==> config.mk <==
export PLATFORM = sky130hd
export DESIGN_NAME = value_replay_lq
export DESIGN_NICKNAME = d
export VERILOG_FILES = /design/src/rtl/vrlq_pkg.sv /design/src/rtl/lq_slots.sv /design/src/rtl/lq_head_ctrl.sv /design/src/rtl/value_replay_lq.sv
export SDC_FILE = /design/constraint.sdc
export NUM_CORES = 2
export LEC_CHECK = 0
export BUFFER_PORTS_ARGS = -buffer_cell sky130_fd_sc_hd__buf_2
export CORE_ASPECT_RATIO = 1.4
export CORE_MARGIN = 2
export CORE_UTILIZATION = 55
export CTS_BUF_LIST = sky130_fd_sc_hd__clkbuf_16
export DETAILED_ROUTE_END_ITERATION = 7
export PLACE_DENSITY = 0.72
export SETUP_SLACK_MARGIN = 0.2
export SLEW_MARGIN = 30
export SYNTH_ARGS = -nofsm -noshare
export SYNTH_HDL_FRONTEND = slang
export SYNTH_SLANG_ARGS = --single-unit
==> constraint.sdc <==
create_clock -name clk -period 12.3 [get_ports clk]
set_clock_uncertainty 0.15 [all_clocks]
set_input_delay 0.615 -clock clk [delete_from_list [all_inputs] [get_ports clk]]
set_output_delay 0.615 -clock clk [all_outputs]
set_load 0.01 [all_outputs]
==> src/rtl/vrlq_pkg.sv <==
package vrlq_pkg;

  typedef enum logic [0:0] {
    HD_IDLE = 1'b0,
    HD_WAIT = 1'b1
  } head_state_e;

  // Bytes covered by a size code, as a bit mask over a 64-bit value.
  function automatic logic [63:0] size_mask(input logic [1:0] sz);
    case (sz)
      2'd0:    return 64'h0000_0000_0000_00FF;
      2'd1:    return 64'h0000_0000_0000_FFFF;
      2'd2:    return 64'h0000_0000_FFFF_FFFF;
      default: return 64'hFFFF_FFFF_FFFF_FFFF;
    endcase
  endfunction

  function automatic logic value_equal(input logic [63:0] a,
                                       input logic [63:0] b,
                                       input logic [1:0]  sz);
    return ((a ^ b) & size_mask(sz)) == 64'd0;
  endfunction

  // The filter: a load needs a second access only under a known hazard.
  function automatic logic replay_needed(input logic store_unknown,
                                         input logic inval_seen);
    return store_unknown | inval_seen;
  endfunction

endpackage

==> src/rtl/lq_slots.sv <==
module lq_slots #(
  parameter int DEPTH = 16,
  parameter int AW    = 32,
  parameter int DW    = 64,
  parameter int TW    = 8,
  localparam int IW   = $clog2(DEPTH),
  localparam int CNTW = IW + 1
) (
  input  logic            clk,
  input  logic            rst_n,
  input  logic            alloc_fire,
  input  logic [TW-1:0]   alloc_tag,
  input  logic            ex_valid,
  input  logic [IW-1:0]   ex_slot,
  input  logic [AW-1:0]   ex_addr,
  input  logic [1:0]      ex_size,
  input  logic [DW-1:0]   ex_data,
  input  logic            ex_flag,
  input  logic            retire_fire,
  input  logic            viol_fire,
  input  logic            flush_valid,
  input  logic [IW-1:0]   flush_slot,
  output logic [IW-1:0]   tail_slot,
  output logic [CNTW-1:0] occupancy,
  output logic            head_live,
  output logic            head_exec,
  output logic            head_nr,
  output logic [AW-1:0]   head_addr,
  output logic [1:0]      head_size,
  output logic [DW-1:0]   head_data,
  output logic [TW-1:0]   head_tag
);

  localparam logic [CNTW-1:0] FULL_CNT = CNTW'(DEPTH);

  function automatic logic [IW-1:0] ring_dist(input logic [IW-1:0] a,
                                              input logic [IW-1:0] b);
    return a - b;
  endfunction

  logic [IW-1:0]   head_q, tail_q;
  logic [CNTW-1:0] cnt_q;
  logic [DEPTH-1:0] live_q, done_q, rpl_q;
  logic [AW-1:0]   addr_q [DEPTH];
  logic [1:0]      size_q [DEPTH];
  logic [DW-1:0]   data_q [DEPTH];
  logic [TW-1:0]   tag_q  [DEPTH];

  // Named per-slot events
  logic [DEPTH-1:0] alloc_hit, ex_hit, cut_hit, ret_hit;
  logic [IW-1:0]    keep_dist;
  logic [CNTW-1:0]  cnt_after_flush;

  assign keep_dist       = ring_dist(flush_slot, head_q);
  assign cnt_after_flush = flush_valid ? (CNTW'(keep_dist) + CNTW'(1)) : cnt_q;

  for (genvar i = 0; i < DEPTH; i++) begin : g_slot
    localparam logic [IW-1:0] SLOT = IW'(i);
    assign alloc_hit[i] = alloc_fire && (tail_q == SLOT);
    assign ex_hit[i]    = ex_valid && (ex_slot == SLOT) && live_q[i];
    assign cut_hit[i]   = flush_valid && (ring_dist(SLOT, head_q) > keep_dist);
    assign ret_hit[i]   = retire_fire && (head_q == SLOT);
  end

  // Pointers and occupancy
  always_ff @(posedge clk) begin
    if (!rst_n) begin
      head_q <= '0;
      tail_q <= '0;
      cnt_q  <= '0;
    end else if (viol_fire) begin
      tail_q <= head_q;
      cnt_q  <= '0;
    end else begin
      head_q <= head_q + IW'(retire_fire);
      tail_q <= (flush_valid ? (flush_slot + IW'(1)) : tail_q) + IW'(alloc_fire);
      cnt_q  <= cnt_after_flush - CNTW'(retire_fire) + CNTW'(alloc_fire);
    end
  end

  // Per-slot state bits
  always_ff @(posedge clk) begin
    if (!rst_n) begin
      live_q <= '0;
      done_q <= '0;
      rpl_q  <= '0;
    end else begin
      for (int i = 0; i < DEPTH; i++) begin
        if (viol_fire)                   live_q[i] <= 1'b0;
        else if (alloc_hit[i])           live_q[i] <= 1'b1;
        else if (cut_hit[i] || ret_hit[i]) live_q[i] <= 1'b0;

        if (alloc_hit[i]) begin
          done_q[i] <= 1'b0;
          rpl_q[i]  <= 1'b0;
        end else if (ex_hit[i]) begin
          done_q[i] <= 1'b1;
          rpl_q[i]  <= ex_flag;
        end
      end
    end
  end

  // Payload, no reset needed
  always_ff @(posedge clk) begin
    for (int i = 0; i < DEPTH; i++) begin
      if (alloc_hit[i]) tag_q[i] <= alloc_tag;
      if (ex_hit[i]) begin
        addr_q[i] <= ex_addr;
        size_q[i] <= ex_size;
        data_q[i] <= ex_data;
      end
    end
  end

  assign tail_slot = tail_q;
  assign occupancy = cnt_q;
  assign head_live = live_q[head_q];
  assign head_exec = done_q[head_q];
  assign head_nr   = rpl_q[head_q];
  assign head_addr = addr_q[head_q];
  assign head_size = size_q[head_q];
  assign head_data = data_q[head_q];
  assign head_tag  = tag_q[head_q];


  no_overflow_chk: assert property (@(posedge clk) disable iff (!rst_n)
    alloc_fire |-> (cnt_q < FULL_CNT));


  live_count_chk: assert property (@(posedge clk) disable iff (!rst_n)
    CNTW'($countones(live_q)) == cnt_q);


  viol_empties_chk: assert property (@(posedge clk) disable iff (!rst_n)
    viol_fire |=> (cnt_q == '0) && !head_live);


  flush_keeps_head_chk: assert property (@(posedge clk) disable iff (!rst_n)
    (flush_valid && !viol_fire && !retire_fire && head_live) |=> head_live);

endmodule

==> src/rtl/lq_head_ctrl.sv <==
module lq_head_ctrl
  import vrlq_pkg::*;
#(
  parameter int DW = 64,
  parameter int CW = 16
) (
  input  logic          clk,
  input  logic          rst_n,
  input  logic          head_live,
  input  logic          head_exec,
  input  logic          head_nr,
  input  logic [1:0]    head_size,
  input  logic [DW-1:0] head_data,
  input  logic          commit_ready,
  input  logic          rsp_valid,
  input  logic [DW-1:0] rsp_data,
  output logic          req_fire,
  output logic          retire_fire,
  output logic          viol_fire,
  output logic [CW-1:0] replay_cnt,
  output logic [CW-1:0] viol_cnt
);

  head_state_e state_q, state_d;
  logic        cmp_equal;
  logic        head_ready;
  logic [CW-1:0] rp_cnt_q, vl_cnt_q;

  assign cmp_equal  = value_equal(64'(head_data), 64'(rsp_data), head_size);
  assign head_ready = head_live && head_exec && commit_ready;

  always_comb begin
    state_d     = state_q;
    req_fire    = 1'b0;
    retire_fire = 1'b0;
    viol_fire   = 1'b0;
    case (state_q)
      HD_IDLE: begin
        if (head_ready) begin
          if (head_nr) begin
            req_fire = 1'b1;
            state_d  = HD_WAIT;
          end else begin
            retire_fire = 1'b1;
          end
        end
      end
      HD_WAIT: begin
        if (rsp_valid) begin
          state_d = HD_IDLE;
          if (cmp_equal) retire_fire = 1'b1;
          else           viol_fire   = 1'b1;
        end
      end
      default: state_d = HD_IDLE;
    endcase
  end

  always_ff @(posedge clk) begin
    if (!rst_n) begin
      state_q  <= HD_IDLE;
      rp_cnt_q <= '0;
      vl_cnt_q <= '0;
    end else begin
      state_q  <= state_d;
      rp_cnt_q <= rp_cnt_q + CW'(req_fire);
      vl_cnt_q <= vl_cnt_q + CW'(viol_fire);
    end
  end

  assign replay_cnt = rp_cnt_q;
  assign viol_cnt   = vl_cnt_q;


  single_req_chk: assert property (@(posedge clk) disable iff (!rst_n)
    req_fire |=> !req_fire);


  req_needs_flag_chk: assert property (@(posedge clk) disable iff (!rst_n)
    req_fire |-> (head_nr && head_exec && commit_ready));


  exempt_no_cache_chk: assert property (@(posedge clk) disable iff (!rst_n)
    (retire_fire && !rsp_valid) |-> !head_nr);


  no_early_chk: assert property (@(posedge clk) disable iff (!rst_n)
    (head_live && !head_exec) |-> (!retire_fire && !req_fire));


  retire_viol_excl_chk: assert property (@(posedge clk) disable iff (!rst_n)
    !(retire_fire && viol_fire));


  replay_count_chk: assert property (@(posedge clk) disable iff (!rst_n)
    req_fire |=> (replay_cnt == $past(replay_cnt) + CW'(1)));


  viol_count_chk: assert property (@(posedge clk) disable iff (!rst_n)
    viol_fire |=> (viol_cnt == $past(viol_cnt) + CW'(1)));

endmodule

==> src/rtl/value_replay_lq.sv <==
module value_replay_lq
  import vrlq_pkg::*;
#(
  parameter int DEPTH = 16,
  parameter int AW    = 32,
  parameter int DW    = 64,
  parameter int TW    = 8,
  parameter int CW    = 16,
  localparam int IW   = $clog2(DEPTH),
  localparam int CNTW = IW + 1
) (
  input  logic          clk,
  input  logic          rst_n,
  input  logic          alloc_valid,
  input  logic [TW-1:0] alloc_tag,
  output logic          alloc_ready,
  output logic [IW-1:0] alloc_slot,
  input  logic          ex_valid,
  input  logic [IW-1:0] ex_slot,
  input  logic [AW-1:0] ex_addr,
  input  logic [1:0]    ex_size,
  input  logic [DW-1:0] ex_data,
  input  logic          ex_store_unknown,
  input  logic          ex_inval_seen,
  input  logic          commit_ready,
  output logic          head_valid,
  output logic [TW-1:0] head_tag,
  output logic          retire_valid,
  output logic [TW-1:0] retire_tag,
  output logic          rp_req_valid,
  output logic [AW-1:0] rp_req_addr,
  output logic [1:0]    rp_req_size,
  input  logic          rp_rsp_valid,
  input  logic [DW-1:0] rp_rsp_data,
  output logic          viol_valid,
  output logic [TW-1:0] viol_tag,
  input  logic          flush_valid,
  input  logic [IW-1:0] flush_slot,
  output logic [CW-1:0] replay_cnt,
  output logic [CW-1:0] viol_cnt
);

  localparam logic [CNTW-1:0] FULL_CNT = CNTW'(DEPTH);

  logic            alloc_fire, ex_flag;
  logic            retire_fire, viol_fire, req_fire;
  logic [CNTW-1:0] occupancy;
  logic            head_live, head_exec, head_nr;
  logic [AW-1:0]   head_addr;
  logic [1:0]      head_size;
  logic [DW-1:0]   head_data;
  logic [TW-1:0]   head_tag_w;

  assign alloc_ready = (occupancy != FULL_CNT) && !flush_valid && !viol_fire;
  assign alloc_fire  = alloc_valid && alloc_ready;
  assign ex_flag     = replay_needed(ex_store_unknown, ex_inval_seen);

  lq_slots #(
    .DEPTH(DEPTH), .AW(AW), .DW(DW), .TW(TW)
  ) u_slots (
    .clk         (clk),
    .rst_n       (rst_n),
    .alloc_fire  (alloc_fire),
    .alloc_tag   (alloc_tag),
    .ex_valid    (ex_valid),
    .ex_slot     (ex_slot),
    .ex_addr     (ex_addr),
    .ex_size     (ex_size),
    .ex_data     (ex_data),
    .ex_flag     (ex_flag),
    .retire_fire (retire_fire),
    .viol_fire   (viol_fire),
    .flush_valid (flush_valid),
    .flush_slot  (flush_slot),
    .tail_slot   (alloc_slot),
    .occupancy   (occupancy),
    .head_live   (head_live),
    .head_exec   (head_exec),
    .head_nr     (head_nr),
    .head_addr   (head_addr),
    .head_size   (head_size),
    .head_data   (head_data),
    .head_tag    (head_tag_w)
  );

  lq_head_ctrl #(
    .DW(DW), .CW(CW)
  ) u_head (
    .clk          (clk),
    .rst_n        (rst_n),
    .head_live    (head_live),
    .head_exec    (head_exec),
    .head_nr      (head_nr),
    .head_size    (head_size),
    .head_data    (head_data),
    .commit_ready (commit_ready),
    .rsp_valid    (rp_rsp_valid),
    .rsp_data     (rp_rsp_data),
    .req_fire     (req_fire),
    .retire_fire  (retire_fire),
    .viol_fire    (viol_fire),
    .replay_cnt   (replay_cnt),
    .viol_cnt     (viol_cnt)
  );

  assign head_valid   = head_live;
  assign head_tag     = head_tag_w;
  assign retire_valid = retire_fire;
  assign retire_tag   = head_tag_w;
  assign viol_valid   = viol_fire;
  assign viol_tag     = head_tag_w;
  assign rp_req_valid = req_fire;
  assign rp_req_addr  = head_addr;
  assign rp_req_size  = head_size;


  retire_from_live_chk: assert property (@(posedge clk) disable iff (!rst_n)
    (retire_valid || viol_valid || rp_req_valid) |-> head_valid);


  full_stall_chk: assert property (@(posedge clk) disable iff (!rst_n)
    (occupancy == FULL_CNT) |-> !alloc_ready);

endmodule

Yosys cells after proc, flatten, opt, wreduce, memory -nomap -nowiden:

Memories as Yosys holds them, arrays and structs flattened. A register that Yosys moved wholly into a read port is not among the register bits.
Index checks and enable logic that the tools add are counted.

* memories: 4
* bits in registers: 94
* word-level logic and storage cells: 661
* input port bits: 187
* memory bits (writable): 1696

Memory list
* u_slots.data_q: depth 16, width 64, read ports 1, clocked after Yosys merged registers in 1, write ports 1, line lq_slots.sv:46 `logic [DW-1:0] data_q [DEPTH];`
* u_slots.addr_q: depth 16, width 32, read ports 1, clocked after Yosys merged registers in 1, write ports 1, line lq_slots.sv:44 `logic [AW-1:0] addr_q [DEPTH];`
* u_slots.tag_q: depth 16, width 8, read ports 1, clocked after Yosys merged registers in 1, write ports 1, line lq_slots.sv:47 `logic [TW-1:0] tag_q [DEPTH];`
* u_slots.size_q: depth 16, width 2, read ports 1, clocked after Yosys merged registers in 1, write ports 1, line lq_slots.sv:45 `logic [1:0] size_q [DEPTH];`

* bitwise logic cells: 5
* eq/ne operators: 48
* multiplexer cells: 307
* reductions and logical operators: 201
* $add $sub $neg: 25
* $lt $le $gt $ge: 17

Operator list (count)
* $mux 64: 15
* $reduce_or 64->1: 15
* $mux 32: 15
* $reduce_or 32->1: 15
* $mux 4: 70
* $pmux 64 s3: 1
* $mux 1: 170
* $mux 8: 15
* $reduce_or 8->1: 15
* $eq 4x4->1 const B: 24
* $logic_and 1x1->1: 85
* $and 64x64->64: 1
* $gt 4x4->1: 16
* $logic_not 64->1: 1
* $reduce_or 2->1: 32
* $xor 64x64->64: 1
* $eq 4x3->1 const B: 12
* $add 16x1->16: 2
* $reduce_bool 2->1: 16
* $sub 4x4->4 const A: 8
* $mux 2: 15
* $eq 4x2->1 const B: 6
* $logic_or 1x1->1: 16
* $sub 3x4->4 const A: 4
* other kinds (21): 33

Longest topological paths before layout:

* depth in word-level cells: 29
* depth in mapped cells: 25
* mapped depth without buffers: 18

By module:

Synthesis repeated with hierarchy kept, for this count alone.

* cell total of the unflattened synthesis: 3123
* area total of the unflattened synthesis: 70158.5 sq um

By module, submodules not included
* lq_slots: seq. area each 52230.1 sq um, times used 1, cells an instance 2862, area each 67787.5 sq um
* lq_head_ctrl: seq. area each 660.6 sq um, times used 1, cells an instance 239, area each 2200.9 sq um
* value_replay_lq: seq. area each 0.0 sq um, times used 1, cells an instance 22, area each 170.2 sq um

Worst setup path after synthesis:

Ideal clock, no wire load.

* path kind: reg-to-reg
* start point: register (tool-made name)
* end point: register u_slots.cnt_q[4] (netlist: u_slots.occupancy[4])
* stages on the path, launching flop included: 23
* path slack: 7.145 ns
* setup time: 0.127 ns
* arrival time: 4.878 ns
* data required time: 12.023 ns
* path through: dfxtp_1 > buf_6 > buf_4 > buf_2 > mux4_2 > nand3b_1 > o2111ai_1 > o22ai_1 > o221ai_1 > or4_1 > a2111oi_0 > o21ai_1 > clkbuf_1 > nand2_1 > ha_1 > inv_1 > ha_1 > fa_1 > a21o_1 > a21oi_1 > xnor2_1 > xnor2_1 > nor2_1

RTL lines
* to (signal assigned): line lq_slots.sv:77 `cnt_q <= cnt_after_flush - CNTW'(retire_fire) + CNTW'(alloc_fire);`
* to (decl): line lq_slots.sv:42 `logic [CNTW-1:0] cnt_q;`

==> flow_summary_export.csv <==
group,metric,value,unit
global_routing,gr-total-overflow,0,
power_and_ir_drop,switching_share,0.205,
timing,finalCritPeriodShare,0.583,
clock_tree,insertion_delay,810,ps
synth,synth_most_common_cell,"edfxtp_1",
global_routing,antenna_found_initial,44,
synth,synthesis.area_per_instance,20.3,µm²
clock_tree,cts_root_buf,"clkbuf_16",
setup_path,worstPathRequired,11530,ps
synth,syn_area,71600,µm²
setup_path,critPathArrivalTime,6400,ps
timing,setup_tns,0,ps
timing,slew_headroom,0.284,
setup_path,endpoint_kind,"primary output",
cells_and_area,drive_above_1_share,0.266,
clock_tree,cts_buffers,162,
synth,synth-async-reset-ratio,0,
synth,syn-num-nets,3782,
power_and_ir_drop,ir_drop,0.154,mV
global_routing,grt_pass1_wl,255000,µm
outcome,status,"finished clean",
setup_path,cp-start-kind,"flop",
timing,slew_violations,0,
synth,synth_top_area_frac,0.711,
floorplanning,die-width,309,µm
synth,synth_commonest_cells,"1696 x edfxtp_1, 405 x mux4_2, 208 x mux2i_1",
detailed_routing,avgViaCountPerCell,6.31,
floorplanning,io_pins,286,
clock_tree,h-tree-depth,4,
clock_tree,cts_tree,"yes",
clock_tree,hold_buffers,24,
detailed_routing,drt_iter0_drc,4028,
clock_tree,cts.clk_slew.worst_paths,60,ps
floorplanning,start_util,0.554,
synth,synth_cell_types,69,
power_and_ir_drop,p_leak,25.5,nW
detailed_routing,drc_errors,0,
power_and_ir_drop,power_switching,0.00245,W
timing,whs,39.7,ps
clock_tree,cts_setup_buffers,0,
synth,synth_ff_type,"edfxtp_1",
cells_and_area,fillCellCount,8957,
detailed_routing,first_pass_iters,7,
global_routing,grt_max_degree,133,
power_and_ir_drop,internal_power,0.00951,W
placement,port_buffers,285,
detailed_routing,via_count,36500,
placement,gp_congestion,0.842,
hold_path,hold_class,"in -> reg",
floorplanning,core-area,129000,µm²
detailed_routing,wl,175000,µm
timing,rsz0062_at_grt,"no",
timing,finalCriticalPeriod,7170,ps
floorplanning,dieArea,133000,µm²
power_and_ir_drop,p_comb_frac,0.024,
synth,yosysSeqAreaShare,0.738,
synth,synth_edf_count,1696,
power_and_ir_drop,clockPowerShare,0.416,
timing,worst_slew_pin_slew,1050,ps
synth,synth-seq-cells,1794,
global_routing,track_usage,0.267,
global_routing,grt_pass1_vias,37400,
setup_path,critPathKind,"reg -> out",
synth,netlist_instances,3533,
synth,yosys_warnings,0,
power_and_ir_drop,p_per_area,148,nW/µm²
timing,hold_viol,0,
clock_tree,clock_sinks,1794,
floorplanning,floorplan.rows,156,
timing,max_freq,140,MHz
timing,setup_viol,0,
detailed_routing,drtAntennaViolNets,0,
cells_and_area,finish.utilization,0.623,
synth,synth_top_area_cell,"edfxtp_1",
placement,dpl.hpwl,100000,µm
floorplanning,dieHeight,431,µm
clock_tree,cts_resized,0,
flow_run,drv_cap,0,
setup_path,path_max_fanout,87,
detailed_routing,routedWlPerCell,30.3,µm
cells_and_area,fin_nets,4134,
clock_tree,clockBufferDepth,3,
synth,synth_area_leaders,"edfxtp_1 71%, mux4_2 13%, mux2i_1 2.9%",
power_and_ir_drop,seqPwrFrac,0.560,
cells_and_area,area.growth.synth_to_final,12.4,%
## cells by family (layout without fill, tap and decap cells)
logic type | count (synthesis) | in the layout | synth area share
XOR/XNOR | 159 | 159 | 0.0194
adder cells (fa/ha/maj) | 62 | 62 | 0.0111
AND/OR/NAND/NOR | 362 | 362 | 0.0255
buffers and inverters | 234 | 720 | 0.0161
other | 0 | 20 | 0
AO/OA/AOI/OAI | 276 | 276 | 0.0277
flip-flops | 1794 | 1794 | 0.738
multiplexers | 646 | 646 | 0.162
## layout make-up
cell class / instances / area [µm²] / share of cell area
sequential: 1794 / 52900 / 0.657
clock inverter: 135 / 1140 / 0.0141
inverter: 43 / 176 / 0.00219
tap: 1738 / 2170 / 0.0270
multi-input combinational: 1505 / 17700 / 0.220
timing repair buffer: 379 / 2310 / 0.0286
clock buffer: 163 / 4080 / 0.0507
antenna: 20 / 50.0 / 0.000622
## flip-flops by register name, summed over array words and instances (netlist names), 16 cells and up, named ones only
register / cells
u_head.replay_cnt: 16
u_head.viol_cnt: 16
u_slots.addr_q: 512
u_slots.data_q: 1024
u_slots.done_q: 16
u_slots.live_q: 16
u_slots.rpl_q: 16
u_slots.size_q: 32
u_slots.tag_q: 128
## final timing paths
check             cells after the start  slack [ps]          startpoint                   end
setup reg to reg                     13        5180                flop   u_slots.tag_q[1][1]
setup / recovery                     13        5130                flop           alloc_ready
hold / removal                        1          40          ex_data[4]  u_slots.data_q[8][4]
hold reg to reg                       2         320  u_slots.done_q[12]    u_slots.done_q[12]
## power by group through the flow
stage                     Clock [W]  Combinational [W]  Sequential, W
after floorplan                   0           0.000115        0.00683
after global placement            0           0.000270        0.00683
after detailed placement          0           0.000278        0.00683
after CTS                   0.00503           0.000286        0.00669
after global routing        0.00527           0.000315        0.00669
final                       0.00497           0.000288        0.00669
## layer usage
layer | up-vias | routed length (µm) | GRT usage
met5 | - | 199 | 0
met3 | 298 | 13600 | 0.0490
met1 | 19300 | 68200 | 0.363
met2 | 1639 | 87900 | 0.442
li1 | 15200 | - | -
met4 | 30 | 5340 | 0.0842
## through the flow
step	setup WS, ps	total power [W]	std cells	area, µm²
6_report	5130	0.0120	5777	80500
5_1_grt	4610	0.0123	5764	80500
4_1_cts	5120	0.0120	5756	80400
3_5_place_dp	5170	0.00710	5434	75000
3_3_place_gp	5200	0.00710	5431	74900
2_1_floorplan	7140	0.00694	3533	71600
## layout by cell type, fill, tap and decap left out, types with 9 or more instances in the layout
cell | netlist | layout
buf_2 | 25 | 285
mux4_2 | 405 | 405
o21ai_0 | 27 | 27
a21o_1 | 24 | 24
o32ai_1 | 13 | 13
a2111oi_0 | 10 | 10
buf_4 | 36 | 62
nor3_1 | 11 | 11
edfxtp_1 | 1696 | 1696
clkinv_1 | 0 | 33
clkbuf_16 | 0 | 163
or3_1 | 13 | 13
xnor2_1 | 101 | 100
xor2_1 | 58 | 58
nand3_1 | 42 | 42
and2_1 | 8 | 9
ha_1 | 59 | 59
mux2_2 | 33 | 33
a21oi_1 | 50 | 50
dfxtp_1 | 98 | 94
nand4_1 | 30 | 30
nor2_1 | 99 | 96
and3_1 | 29 | 15
a22oi_1 | 36 | 36
nand2b_1 | 9 | 9
o21a_1 | 10 | 10
clkinv_2 | 0 | 33
and3_4 | 0 | 14
bufinv_16 | 0 | 14
mux2i_1 | 208 | 208
a221oi_1 | 21 | 21
nor2b_1 | 16 | 14
dlygate4sd3_1 | 0 | 24
inv_1 | 40 | 70
diode_2 | 0 | 20
o22ai_1 | 25 | 25
nand2_1 | 72 | 72
## critical path, cell delays in order, from the launching register on
cell	delay [ps]
dfxtp_4	770
buf_4	610
buf_12	350
buf_16	480
mux4_2	580
mux2i_1	180
xor2_1	270
nand4_1	130
a222oi_1	460
and4_1	490
o211a_4	370
nand2b_1	270
inv_1	220
buf_2	170
Note: power is estimated with default switching activity, not from simulation.
